==> src/rtl/lcd_bridge_pkg.sv <==
package lcd_bridge_pkg;
  localparam int REG_AW = 4;
  localparam int RAM_AW = 16;

  typedef enum logic [2:0] {
    PH_IDLE,
    PH_SETUP,
    PH_STROBE,
    PH_HOLD,
    PH_DONE
  } phase_t;

  // controller cycle addresses
  localparam logic [REG_AW-1:0] A_CMD_WR  = 4'd0;
  localparam logic [REG_AW-1:0] A_DAT_WR  = 4'd1;
  localparam logic [REG_AW-1:0] A_STAT_RD = 4'd2;
  localparam logic [REG_AW-1:0] A_DAT_RD  = 4'd3;
  // helper registers
  localparam logic [REG_AW-1:0] A_TXT_LO  = 4'd4;
  localparam logic [REG_AW-1:0] A_TXT_HI  = 4'd5;
  localparam logic [REG_AW-1:0] A_TXT_COL = 4'd6;
  localparam logic [REG_AW-1:0] A_GFX_LO  = 4'd7;
  localparam logic [REG_AW-1:0] A_GFX_HI  = 4'd8;
  localparam logic [REG_AW-1:0] A_GFX_BPL = 4'd9;
  localparam logic [REG_AW-1:0] A_ROW     = 4'd10;
  localparam logic [REG_AW-1:0] A_COL     = 4'd11;
  localparam logic [REG_AW-1:0] A_TADR_LO = 4'd12;
  localparam logic [REG_AW-1:0] A_TADR_HI = 4'd13;
  localparam logic [REG_AW-1:0] A_GADR_LO = 4'd14;
  localparam logic [REG_AW-1:0] A_GADR_HI = 4'd15;
endpackage

==> src/rtl/lcd_bus_seq.sv <==
module lcd_bus_seq
  import lcd_bridge_pkg::*;
#(
  parameter int T_SU = 2,
  parameter int T_PW = 2,
  parameter int T_H  = 2,
  parameter int DW   = 8
) (
  input  logic          clk,
  input  logic          rst,
  input  logic          go_lcd,
  input  logic          go_local,
  input  logic          op_write,
  input  logic          op_cmd,
  input  logic [DW-1:0] wdata,
  output logic          idle,
  output logic          cap_now,
  output logic          ready,
  output logic          lcd_ce_n,
  output logic          lcd_cd,
  output logic          lcd_wr_n,
  output logic          lcd_rd_n,
  output logic          lcd_doe,
  output logic [DW-1:0] lcd_dout
);
  localparam int T_A   = (T_SU > T_PW) ? T_SU : T_PW;
  localparam int T_MAX = (T_A > T_H) ? T_A : T_H;
  localparam int CW    = $clog2(T_MAX + 1);

  phase_t        ph, ph_nxt;
  logic [CW-1:0] cnt;
  logic          wr_l;
  logic          in_bus;
  logic          wr_eff;

  always_comb begin
    ph_nxt = ph;
    unique case (ph)
      PH_IDLE: begin
        if (go_lcd)        ph_nxt = PH_SETUP;
        else if (go_local) ph_nxt = PH_DONE;
      end
      PH_SETUP:  if (cnt == CW'(T_SU - 1)) ph_nxt = PH_STROBE;
      PH_STROBE: if (cnt == CW'(T_PW - 1)) ph_nxt = PH_HOLD;
      PH_HOLD:   if (cnt == CW'(T_H - 1))  ph_nxt = PH_DONE;
      PH_DONE:   ph_nxt = PH_IDLE;
      default:   ph_nxt = PH_IDLE;
    endcase
  end

  assign in_bus  = (ph_nxt == PH_SETUP) || (ph_nxt == PH_STROBE) || (ph_nxt == PH_HOLD);
  assign wr_eff  = (ph == PH_IDLE) ? op_write : wr_l;
  assign idle    = (ph == PH_IDLE);
  assign cap_now = (ph == PH_STROBE) && (cnt == CW'(T_PW - 1)) && !wr_l;

  always_ff @(posedge clk) begin
    if (rst) begin
      ph       <= PH_IDLE;
      cnt      <= '0;
      wr_l     <= 1'b0;
      lcd_ce_n <= 1'b1;
      lcd_cd   <= 1'b1;
      lcd_wr_n <= 1'b1;
      lcd_rd_n <= 1'b1;
      lcd_doe  <= 1'b0;
      lcd_dout <= '0;
      ready    <= 1'b0;
    end else begin
      ph  <= ph_nxt;
      cnt <= (ph_nxt != ph || ph == PH_IDLE) ? '0 : cnt + CW'(1);
      if (ph == PH_IDLE && go_lcd) begin
        wr_l   <= op_write;
        lcd_cd <= op_cmd;
        if (op_write) lcd_dout <= wdata;
      end
      lcd_ce_n <= !in_bus;
      lcd_wr_n <= !((ph_nxt == PH_STROBE) && wr_eff);
      lcd_rd_n <= !((ph_nxt == PH_STROBE) && !wr_eff);
      lcd_doe  <= in_bus && wr_eff;
      ready    <= (ph_nxt == PH_DONE);
    end
  end
endmodule

==> src/rtl/lcd_addr_calc.sv <==
module lcd_addr_calc
  import lcd_bridge_pkg::*;
#(
  parameter int MAX_COLS     = 40,
  parameter int PIX_PER_BYTE = 6
) (
  input  logic              clk,
  input  logic              rst,
  input  logic              wr_en,
  input  logic [REG_AW-1:0] wr_sel,
  input  logic [7:0]        wdata,
  input  logic [REG_AW-1:0] rd_sel,
  output logic [7:0]        rd_val
);
  localparam int COLW = $clog2(MAX_COLS + 1);

  logic [RAM_AW-1:0] txt_home, gfx_home, txt_addr, gfx_addr;
  logic [COLW-1:0]   txt_cols, gfx_bpl;
  logic [7:0]        cur_row, cur_col, gfx_byte_col;

  function automatic logic [COLW-1:0] clamp_cols(input logic [7:0] v);
    return (v > 8'(MAX_COLS)) ? COLW'(MAX_COLS) : v[COLW-1:0];
  endfunction

  always_ff @(posedge clk) begin
    if (rst) begin
      txt_home <= '0;
      gfx_home <= '0;
      txt_cols <= COLW'(MAX_COLS);
      gfx_bpl  <= COLW'(MAX_COLS);
      cur_row  <= '0;
      cur_col  <= '0;
    end else if (wr_en) begin
      unique case (wr_sel)
        A_TXT_LO:  txt_home[7:0]        <= wdata;
        A_TXT_HI:  txt_home[RAM_AW-1:8] <= wdata;
        A_TXT_COL: txt_cols             <= clamp_cols(wdata);
        A_GFX_LO:  gfx_home[7:0]        <= wdata;
        A_GFX_HI:  gfx_home[RAM_AW-1:8] <= wdata;
        A_GFX_BPL: gfx_bpl              <= clamp_cols(wdata);
        A_ROW:     cur_row              <= wdata;
        A_COL:     cur_col              <= wdata;
        default: ;
      endcase
    end
  end

  assign gfx_byte_col = cur_col / 8'(PIX_PER_BYTE);
  assign txt_addr = txt_home + RAM_AW'(cur_row) * RAM_AW'(txt_cols) + RAM_AW'(cur_col);
  assign gfx_addr = gfx_home + RAM_AW'(cur_row) * RAM_AW'(gfx_bpl) + RAM_AW'(gfx_byte_col);

  always_comb begin
    rd_val = '0;
    unique case (rd_sel)
      A_TXT_LO:  rd_val = txt_home[7:0];
      A_TXT_HI:  rd_val = txt_home[RAM_AW-1:8];
      A_TXT_COL: rd_val = 8'(txt_cols);
      A_GFX_LO:  rd_val = gfx_home[7:0];
      A_GFX_HI:  rd_val = gfx_home[RAM_AW-1:8];
      A_GFX_BPL: rd_val = 8'(gfx_bpl);
      A_ROW:     rd_val = cur_row;
      A_COL:     rd_val = cur_col;
      A_TADR_LO: rd_val = txt_addr[7:0];
      A_TADR_HI: rd_val = txt_addr[RAM_AW-1:8];
      A_GADR_LO: rd_val = gfx_addr[7:0];
      A_GADR_HI: rd_val = gfx_addr[RAM_AW-1:8];
      default:   rd_val = '0;
    endcase
  end
endmodule

==> src/rtl/lcd_bus_bridge.sv <==
module lcd_bus_bridge
  import lcd_bridge_pkg::*;
#(
  parameter int T_SU         = 2,
  parameter int T_PW         = 2,
  parameter int T_H          = 2,
  parameter int MAX_COLS     = 40,
  parameter int PIX_PER_BYTE = 6,
  parameter int DW           = 8
) (
  input  logic              clk,
  input  logic              rst,
  input  logic              cpu_req,
  input  logic              cpu_we,
  input  logic [REG_AW-1:0] cpu_addr,
  input  logic [DW-1:0]     cpu_wdata,
  output logic [DW-1:0]     cpu_rdata,
  output logic              cpu_ready,
  output logic              lcd_ce_n,
  output logic              lcd_cd,
  output logic              lcd_wr_n,
  output logic              lcd_rd_n,
  output logic [DW-1:0]     lcd_dout,
  output logic              lcd_doe,
  input  logic [DW-1:0]     lcd_din
);
  logic       seq_idle, cap_now;
  logic       lcd_space, wr_addr, dir_ok, go_lcd, go_local, op_cmd, hlp_wr;
  logic [7:0] hlp_rd;

  assign lcd_space = (cpu_addr[REG_AW-1:2] == '0);
  assign wr_addr   = (cpu_addr == A_CMD_WR) || (cpu_addr == A_DAT_WR);
  assign dir_ok    = wr_addr ? cpu_we : !cpu_we;
  assign go_lcd    = cpu_req && seq_idle && lcd_space && dir_ok;
  assign go_local  = cpu_req && seq_idle && !(lcd_space && dir_ok);
  assign op_cmd    = (cpu_addr == A_CMD_WR) || (cpu_addr == A_STAT_RD);
  assign hlp_wr    = go_local && cpu_we && !lcd_space;

  lcd_bus_seq #(
    .T_SU(T_SU), .T_PW(T_PW), .T_H(T_H), .DW(DW)
  ) u_seq (
    .clk      (clk),
    .rst      (rst),
    .go_lcd   (go_lcd),
    .go_local (go_local),
    .op_write (cpu_we),
    .op_cmd   (op_cmd),
    .wdata    (cpu_wdata),
    .idle     (seq_idle),
    .cap_now  (cap_now),
    .ready    (cpu_ready),
    .lcd_ce_n (lcd_ce_n),
    .lcd_cd   (lcd_cd),
    .lcd_wr_n (lcd_wr_n),
    .lcd_rd_n (lcd_rd_n),
    .lcd_doe  (lcd_doe),
    .lcd_dout (lcd_dout)
  );

  lcd_addr_calc #(
    .MAX_COLS(MAX_COLS), .PIX_PER_BYTE(PIX_PER_BYTE)
  ) u_calc (
    .clk    (clk),
    .rst    (rst),
    .wr_en  (hlp_wr),
    .wr_sel (cpu_addr),
    .wdata  (cpu_wdata[7:0]),
    .rd_sel (cpu_addr),
    .rd_val (hlp_rd)
  );

  always_ff @(posedge clk) begin
    if (rst) begin
      cpu_rdata <= '0;
    end else if (cap_now) begin
      cpu_rdata <= lcd_din;
    end else if (go_local) begin
      cpu_rdata <= (lcd_space || cpu_we) ? '0 : DW'(hlp_rd);
    end else if (go_lcd) begin
      cpu_rdata <= '0;
    end
  end
endmodule

==> config.mk <==
export PLATFORM = sky130hd
export DESIGN_NAME = lcd_bus_bridge
export DESIGN_NICKNAME = d
export VERILOG_FILES = /design/src/rtl/lcd_bridge_pkg.sv /design/src/rtl/lcd_bus_seq.sv /design/src/rtl/lcd_addr_calc.sv /design/src/rtl/lcd_bus_bridge.sv
export SDC_FILE = /design/constraint.sdc
export NUM_CORES = 1
export LEC_CHECK = 0
export CORE_ASPECT_RATIO = 1.1
export CORE_MARGIN = 1
export CORE_UTILIZATION = 26
export CTS_BUF_LIST = sky130_fd_sc_hd__clkbuf_2
export CTS_CLUSTER_SIZE = 30
export DETAILED_ROUTE_END_ITERATION = 10
export DONT_BUFFER_PORTS = 1
export GPL_ROUTABILITY_DRIVEN = 1
export HOLD_SLACK_MARGIN = 0.06
export SLEW_MARGIN = 40
export SYNTH_ARGS = -nofsm -noshare
export SYNTH_HDL_FRONTEND = slang
export SYNTH_HIERARCHICAL = 1
export SYNTH_SLANG_ARGS = --single-unit
==> constraint.sdc <==
create_clock -name clk -period 6.45 [get_ports clk]
set_clock_uncertainty 0.2 [all_clocks]
set_input_delay 0.645 -clock clk [delete_from_list [all_inputs] [get_ports clk]]
set_output_delay 0.645 -clock clk [all_outputs]
set_load 0.02 [all_outputs]
==> metrics.md, run 1 <==
| Metric | Value |
|---|---|
| Outcome | completed |
| Static leakage | 4.291 nW |
| # setup viols final | 0 |
| Yosys cell types | 80 |
| Vias in the first global route | 7622 |
| Max_cap viols | 0 |
| Final layout net count | 1201 |
| Post-synthesis sequential area ratio | 0.1936 |
| Warnings, synthesis | 6 |
| Fin crit period | 5.511 ns |
| Post-Syn Area | 9101 sq um |
| Most frequent cells in the layout | inv_1 (122), dfxtp_1 (88), nor2_1 (84), fa_1 (84), nand2_1 (79) |
| First-pass GRT wire length | 43910 um |
| Crit Path Category | register to register |
| CTS clk-pin slew, worst paths | 0.29 ns |
| Htree depth | 3 |
| Syn nets | 1236 |
| Final Hold Fails | 0 |
| Reg2reg setup slack | 0.94 ns |
| Unrepaired setup endpoints after global routing | no |
| Crit start category | register |
| CTS tree | done |
| Fmax | 181.5 MHz |
| Worst hold margin | 0.1114 ns |
| CTS Buffer Depth | 2 |
| Slew Viols, Final | 0 |
| Syn Inst Count | 1055 |
| Async S/R FF share, synth | 0 |
| # rows | 71 |
| Vias per cell | 5.238 |
| GPL Wtd Cong | 0.9289 |
| Final WL | 27560 um |
| Crit. End Element | register |
| Drt initial violations | 724 |
| Root buf cell | clkbuf_2 |
| R2r endpoint | cpu_rdata[6] |
| Critical Path RT | 6.79 ns |
| IO buf count | 0 |
| Pin count of the biggest net entering global routing | 97 |
| Commonest non-fill, non-tap cell in the layout | inv_1 |
| Hold buffers post-CTS | 19 |
| Layout cell share with drive strength beyond 1 | 0.04883 |
| Synth-to-layout area growth | 7.149% |
| RR Startpoint | u_calc/cur_col[6] |
| Synth Area per Inst | 8.627 sq um |
| Starting Density | 0.2654 |
| Core box area | 34290 sq um |
| Chip Width | 180.4 um |
| IO Pins | 46 |
| Clk sinks | 88 |
| Top cell type's share of synthesized area | 0.1936 |
| Ys flop type | dfxtp_1 |
| Routed len/inst | 18.84 um |
| Die area | 35760 sq um |
| Clock Latency Late Sink | 0.66 ns |
| DRT Pass-1 Iters | 6 |
| Setup TNS | 0 ns |
| Tot GR Track Use | 0.1598 |
| #FFs+latches synth | 88 |
| Top cells by area, synth | dfxtp_1 (19%), fa_1 (18%), ha_1 (10%) |
| Synth area leader | dfxtp_1 |
| Hpwl dp | 20350 um |
| Crit path max fanout | 12 |
| Slew margin rel. | 0.4484 |
| Power per cell area | 104.6 nW/um^2 |
| Post-CTS sizing | 0 |
| HP Class | input pin to register |
| Worst-margin pin slew | 0.8247 ns |
| Final period util | 0.8543 |
| VDD IR max | 0.0001034 V |
| Post-CTS setup buffer count | 0 |
| Worst Setup SP | u_calc/cur_col[6] |
| Arrival time worst endpoint | 5.85 ns |
| EDFF count, synth | 0 |
| Total grt overflow | 0 |
| Critical Path Sink | cpu_rdata[6] |
| Initial antenna violation count | 1 |
| Via count | 7663 |
| Die Ht | 198.2 um |
| Detail Route Antenna Nets | 0 |
| DRC | 0 |
| TritonCTS Buffers | 9 |
| Register-to-Register Path Depth | 19 |
-- cell type report --
cell class                      count  area [sq um]
Antenna cell                        1         2.502
Clock buffer                        9         45.04
Clock inverter                      6         92.59
Fill cell                        3649         24540
Timing Repair Buffer               22         230.2
Tap cell                          438         548.0
Inverter                          123         461.7
Sequential cell                    88          1762
Multi-Input combinational cell    776          6610
-- critical path: stages, from the launching register on --
cell and delay, ns:
dfxtp_1 0.55, nor2b_1 0.14, mux2i_2 0.45, a21oi_1 0.14, o221ai_1 0.23, fa_1 0.46
ha_1 0.29, inv_1 0.05, fa_1 0.52, inv_1 0.04, ha_1 0.24, fa_1 0.42
a21o_1 0.20, a2111o_1 0.42, a21oi_2 0.27, o21ai_2 0.11, a2111o_1 0.40, nand4_1 0.10
nand2b_1 0.07, o22ai_2 0.10
-- metal layers --
metal  part of all wire  up-vias  track usage  routed length, um
li1                   -     3492            -                  -
met1               0.41     3769       0.1939              11440
met5                  0        -            0                  0
met3              0.073       70      0.02943               1999
met4              0.049        0      0.08167               1348
met2               0.46      332       0.2707              12780
-- state kept, by name, indices dropped and copies added (netlist names), 2 cells and up --
name,cells
u_calc/txt_cols,6
u_calc/gfx_home,16
u_seq/lcd_dout,8
u_calc/txt_home,16
u_calc/cur_row,8
u_calc/gfx_bpl,6
u_calc/cur_col,8
u_seq/ph,3
u_seq/cnt,2
cpu_rdata,8
-- where the power goes --
part | switching (W) | leakage (nW) | total, W | internal (W)
combinational | 0.0000675 | 3.50 | 0.000108 | 0.0000404
sequential | 0.0000109 | 0.710 | 0.000562 | 0.000551
clock | 0.000222 | 0.0799 | 0.000350 | 0.000129
total | 0.000300 | 4.29 | 0.00102 | 0.000720
-- worst min path at each step --
stage	from	endpoint	slack, ns	cells after the start
after floorplan	u_seq/wr_l	u_seq/lcd_wr_n	0.20	1
after global placement	u_seq/cnt[0]	u_seq/cnt[0]	0.22	1
after detailed placement	u_seq/cnt[0]	u_seq/cnt[0]	0.23	1
after CTS	cpu_addr[2]	u_seq/lcd_cd	0.08	2
after global routing	cpu_we	cpu_rdata[0]	0.09	2
final	cpu_addr[2]	u_seq/lcd_cd	0.11	2
-- logic make-up after synthesis --
| group | synth area share |
|---|---|
| AND/OR/NAND/NOR | 0.2065 |
| adder cells (fa/ha/maj) | 0.2851 |
| flip-flops | 0.1936 |
| buffers and inverters | 0.08290 |
| XOR/XNOR | 0.01732 |
| multiplexers | 0.07905 |
| AO/OA/AOI/OAI | 0.1356 |
-- cells in the mapped netlist (all sizes together) (3+ instances only) --
cell type and n:
a221oi 7, fa 84, dfxtp 88, o22ai 14
o21ai 37, xor2 10, xnor2 8, clkbuf 55
buf 13, o311ai 3, a211o 6, nand3 19
nor2 88, or2 4, mux2 3, a21o 9
and3 3, nor3b 4, o21a 5, nor3 17
a22oi 13, nand2b 30, ha 73, nand3b 6
nand4 3, a311oi 3, o221ai 6, mux2i 64
nand4b 10, o211ai 5, a31oi 6, a21oi 32
or3 5, nand2 79, nor2b 14, and2 57
and2b 4, inv 123, a211oi 9, nor4 7
-- stage by stage --
step,cells,instance area [sq um],worst slack [ns],power (W),utilization
2_1_floorplan,1055,9101,1.439,0.0006475,-
3_3_place_gp,1428,9385,1.041,0.0006448,0.2737
3_5_place_dp,1428,9398,0.9228,0.0006463,0.2741
4_1_cts,1462,9743,0.8336,0.001031,0.2841
5_1_grt,1463,9752,0.6519,0.001058,0.2844
6_report,1463,9752,0.9395,0.001020,0.2844
No activity file was read; power rests on OpenSTA's default activity.
==> inputs of run 2 (changes only) <==
--- a/config.mk
+++ b/config.mk
@@ -7,7 +7,7 @@
 export LEC_CHECK = 0
 export CORE_ASPECT_RATIO = 1.1
 export CORE_MARGIN = 1
-export CORE_UTILIZATION = 26
+export CORE_UTILIZATION = 40
 export CTS_BUF_LIST = sky130_fd_sc_hd__clkbuf_2
 export CTS_CLUSTER_SIZE = 30
 export DETAILED_ROUTE_END_ITERATION = 10
==> metrics.md, run 2 (synthesis gave the netlist of run 1 again) <==
| Metric | Value |
|---|---|
| Clk sinks | 88 |
| Hpwl dp | 20110 um |
| GPL Wtd Cong | 0.8920 |
| CTS clk-pin slew, worst paths | 0.39 ns |
| Total grt overflow | 0 |
| DRT Pass-1 Iters | 5 |
| Outcome | completed |
| TritonCTS Buffers | 9 |
| # rows | 57 |
| Cell Chain, Critical Path | and2_1, fa_1, fa_1, fa_1, fa_1, ha_1, o211ai_1, nor3_1, o22ai_1, o31ai_1, mux2i_1, nand4_1, nand2b_1, o22ai_2, dlygate4sd3_1 |
| Gate power share | 0.107 |
| Unrepaired setup endpoints after global routing | no |
| Via count | 7615 |
| Hold buffers post-CTS | 21 |
| Critical Path RT | 6.93 ns |
| Worst-margin pin slew | 0.9073 ns |
| Cell repeated most along the worst path | fa_1 |
| Tot Pwr | 0.001021 W |
| Synth-to-layout area growth | 5.265% |
| Commonest non-fill, non-tap cell in the layout | inv_1 |
| Most frequent cells in the layout | inv_1 (122), dfxtp_1 (88), nor2_1 (84), fa_1 (84), nand2_1 (79) |
| Flop pwr share | 0.551 |
| Slew Viols, Final | 0 |
| Vias per cell | 5.760 |
| Largest stage delay, worst path | 0.78 ns |
| Clock Latency Late Sink | 0.71 ns |
| # setup viols final | 0 |
| Die area | 23360 sq um |
| Starting Density | 0.4103 |
| Fin crit period | 5.698 ns |
| Clock network fraction of total power | 0.342 |
| Internal Power | 0.0006900 W |
| Crit-path leading delay family | adder cells |
| Drt initial violations | 580 |
| Final layout net count | 1202 |
| Crit Path Category | register to register |
| Crit path buf inv count | 1 |
| Fmax | 175.5 MHz |
| Max_cap viols | 0 |
| CTS Buffer Depth | 2 |
| Slew margin rel. | 0.3931 |
| Worst slack at placement | 0.9185 ns |
| NetSw | 0.0003313 W |
| Arrival time worst endpoint | 6.17 ns |
| VDD IR max | 0.00007115 V |
| Setup TNS | 0 ns |
| Root buf cell | clkbuf_2 |
| DRC | 0 |
| Worst hold margin | 0.1116 ns |
| Vias in the first global route | 7425 |
| Layout cell share with drive strength beyond 1 | 0.04873 |
| CTS tree | done |
| Core box area | 22180 sq um |
| Largest regs | u_calc/gfx_home: 16 flops, u_calc/txt_home: 16 flops |
| Crit. End Element | register |
| Slowest-stage cell, CP | dfxtp_1 |
| Power per cell area | 106.6 nW/um^2 |
| HP Class | input pin to register |
| Final Hold Fails | 0 |
| Final WL | 27560 um |
| Post-CTS setup buffer count | 0 |
| Crit path max fanout | 14 |
| Crit start category | register |
| Routed len/inst | 20.85 um |
| Static leakage | 4.290 nW |
| Switching share of power | 0.3244 |
| Final period util | 0.8833 |
| Initial antenna violation count | 2 |
| Die Ht | 160.2 um |
| Post-layout util | 0.4319 |
| Htree depth | 3 |
| Tot GR Track Use | 0.2448 |
| Post-CTS sizing | 0 |
| Chip Width | 145.8 um |
| Pin count of the biggest net entering global routing | 97 |
| First-pass GRT wire length | 43700 um |
| IO buf count | 0 |
| IO Pins | 46 |
| Detail Route Antenna Nets | 0 |
| PnR worst setup slack | 0.7524 ns |
-- run 2: worst paths after layout --
kind	start	endpoint	slack [ns]	cells past startpoint
max reg2reg	u_calc/cur_row[5]	cpu_rdata[7]	0.75	15
min	cpu_wdata[5]	u_calc/txt_cols[0]	0.11	4
max	u_calc/cur_row[5]	cpu_rdata[7]	0.75	15
min reg2reg	u_seq/cnt[0]	u_seq/cnt[0]	0.25	1
-- run 2: metrics by stage --
stage | instances | cell area, sq um
after floorplan | 1055 | 9101
after CTS | 1321 | 9574
after global placement | 1284 | 9199
after global routing | 1322 | 9580
final | 1322 | 9580
after detailed placement | 1284 | 9214
-- run 2: power groups by stage --
stage | Combinational (W) | Clock, W | Sequential [W]
after detailed placement | 0.0000742 | 0 | 0.000572
final | 0.000110 | 0.000349 | 0.000563
after CTS | 0.000108 | 0.000362 | 0.000563
after global routing | 0.000118 | 0.000387 | 0.000564
after floorplan | 0.0000804 | 0 | 0.000567
after global placement | 0.0000729 | 0 | 0.000572
-- run 2: routing by layer --
layer | global-route usage | wire, um
met5 | 0 | 0
met2 | 0.3923 | 12300
met3 | 0.02914 | 1911
met1 | 0.3339 | 12220
met4 | 0.09952 | 1134
-- run 2: tightest hold or removal path, stage by stage --
cell	delay [ns]
o21a_1	0.11
nor3_2	0.08
nand3_1	0.08
a21oi_1	0.05
-- run 2: final cells by class --
class	count	area (sq um)
Antenna cell	1	2.502
Clock buffer	9	45.04
Clock inverter	7	87.58
Fill cell	2240	12600
Inverter	123	461.7
Multi-Input combinational cell	776	6610
Sequential cell	88	1762
Tap cell	295	369.1
Timing Repair Buffer	23	242.7
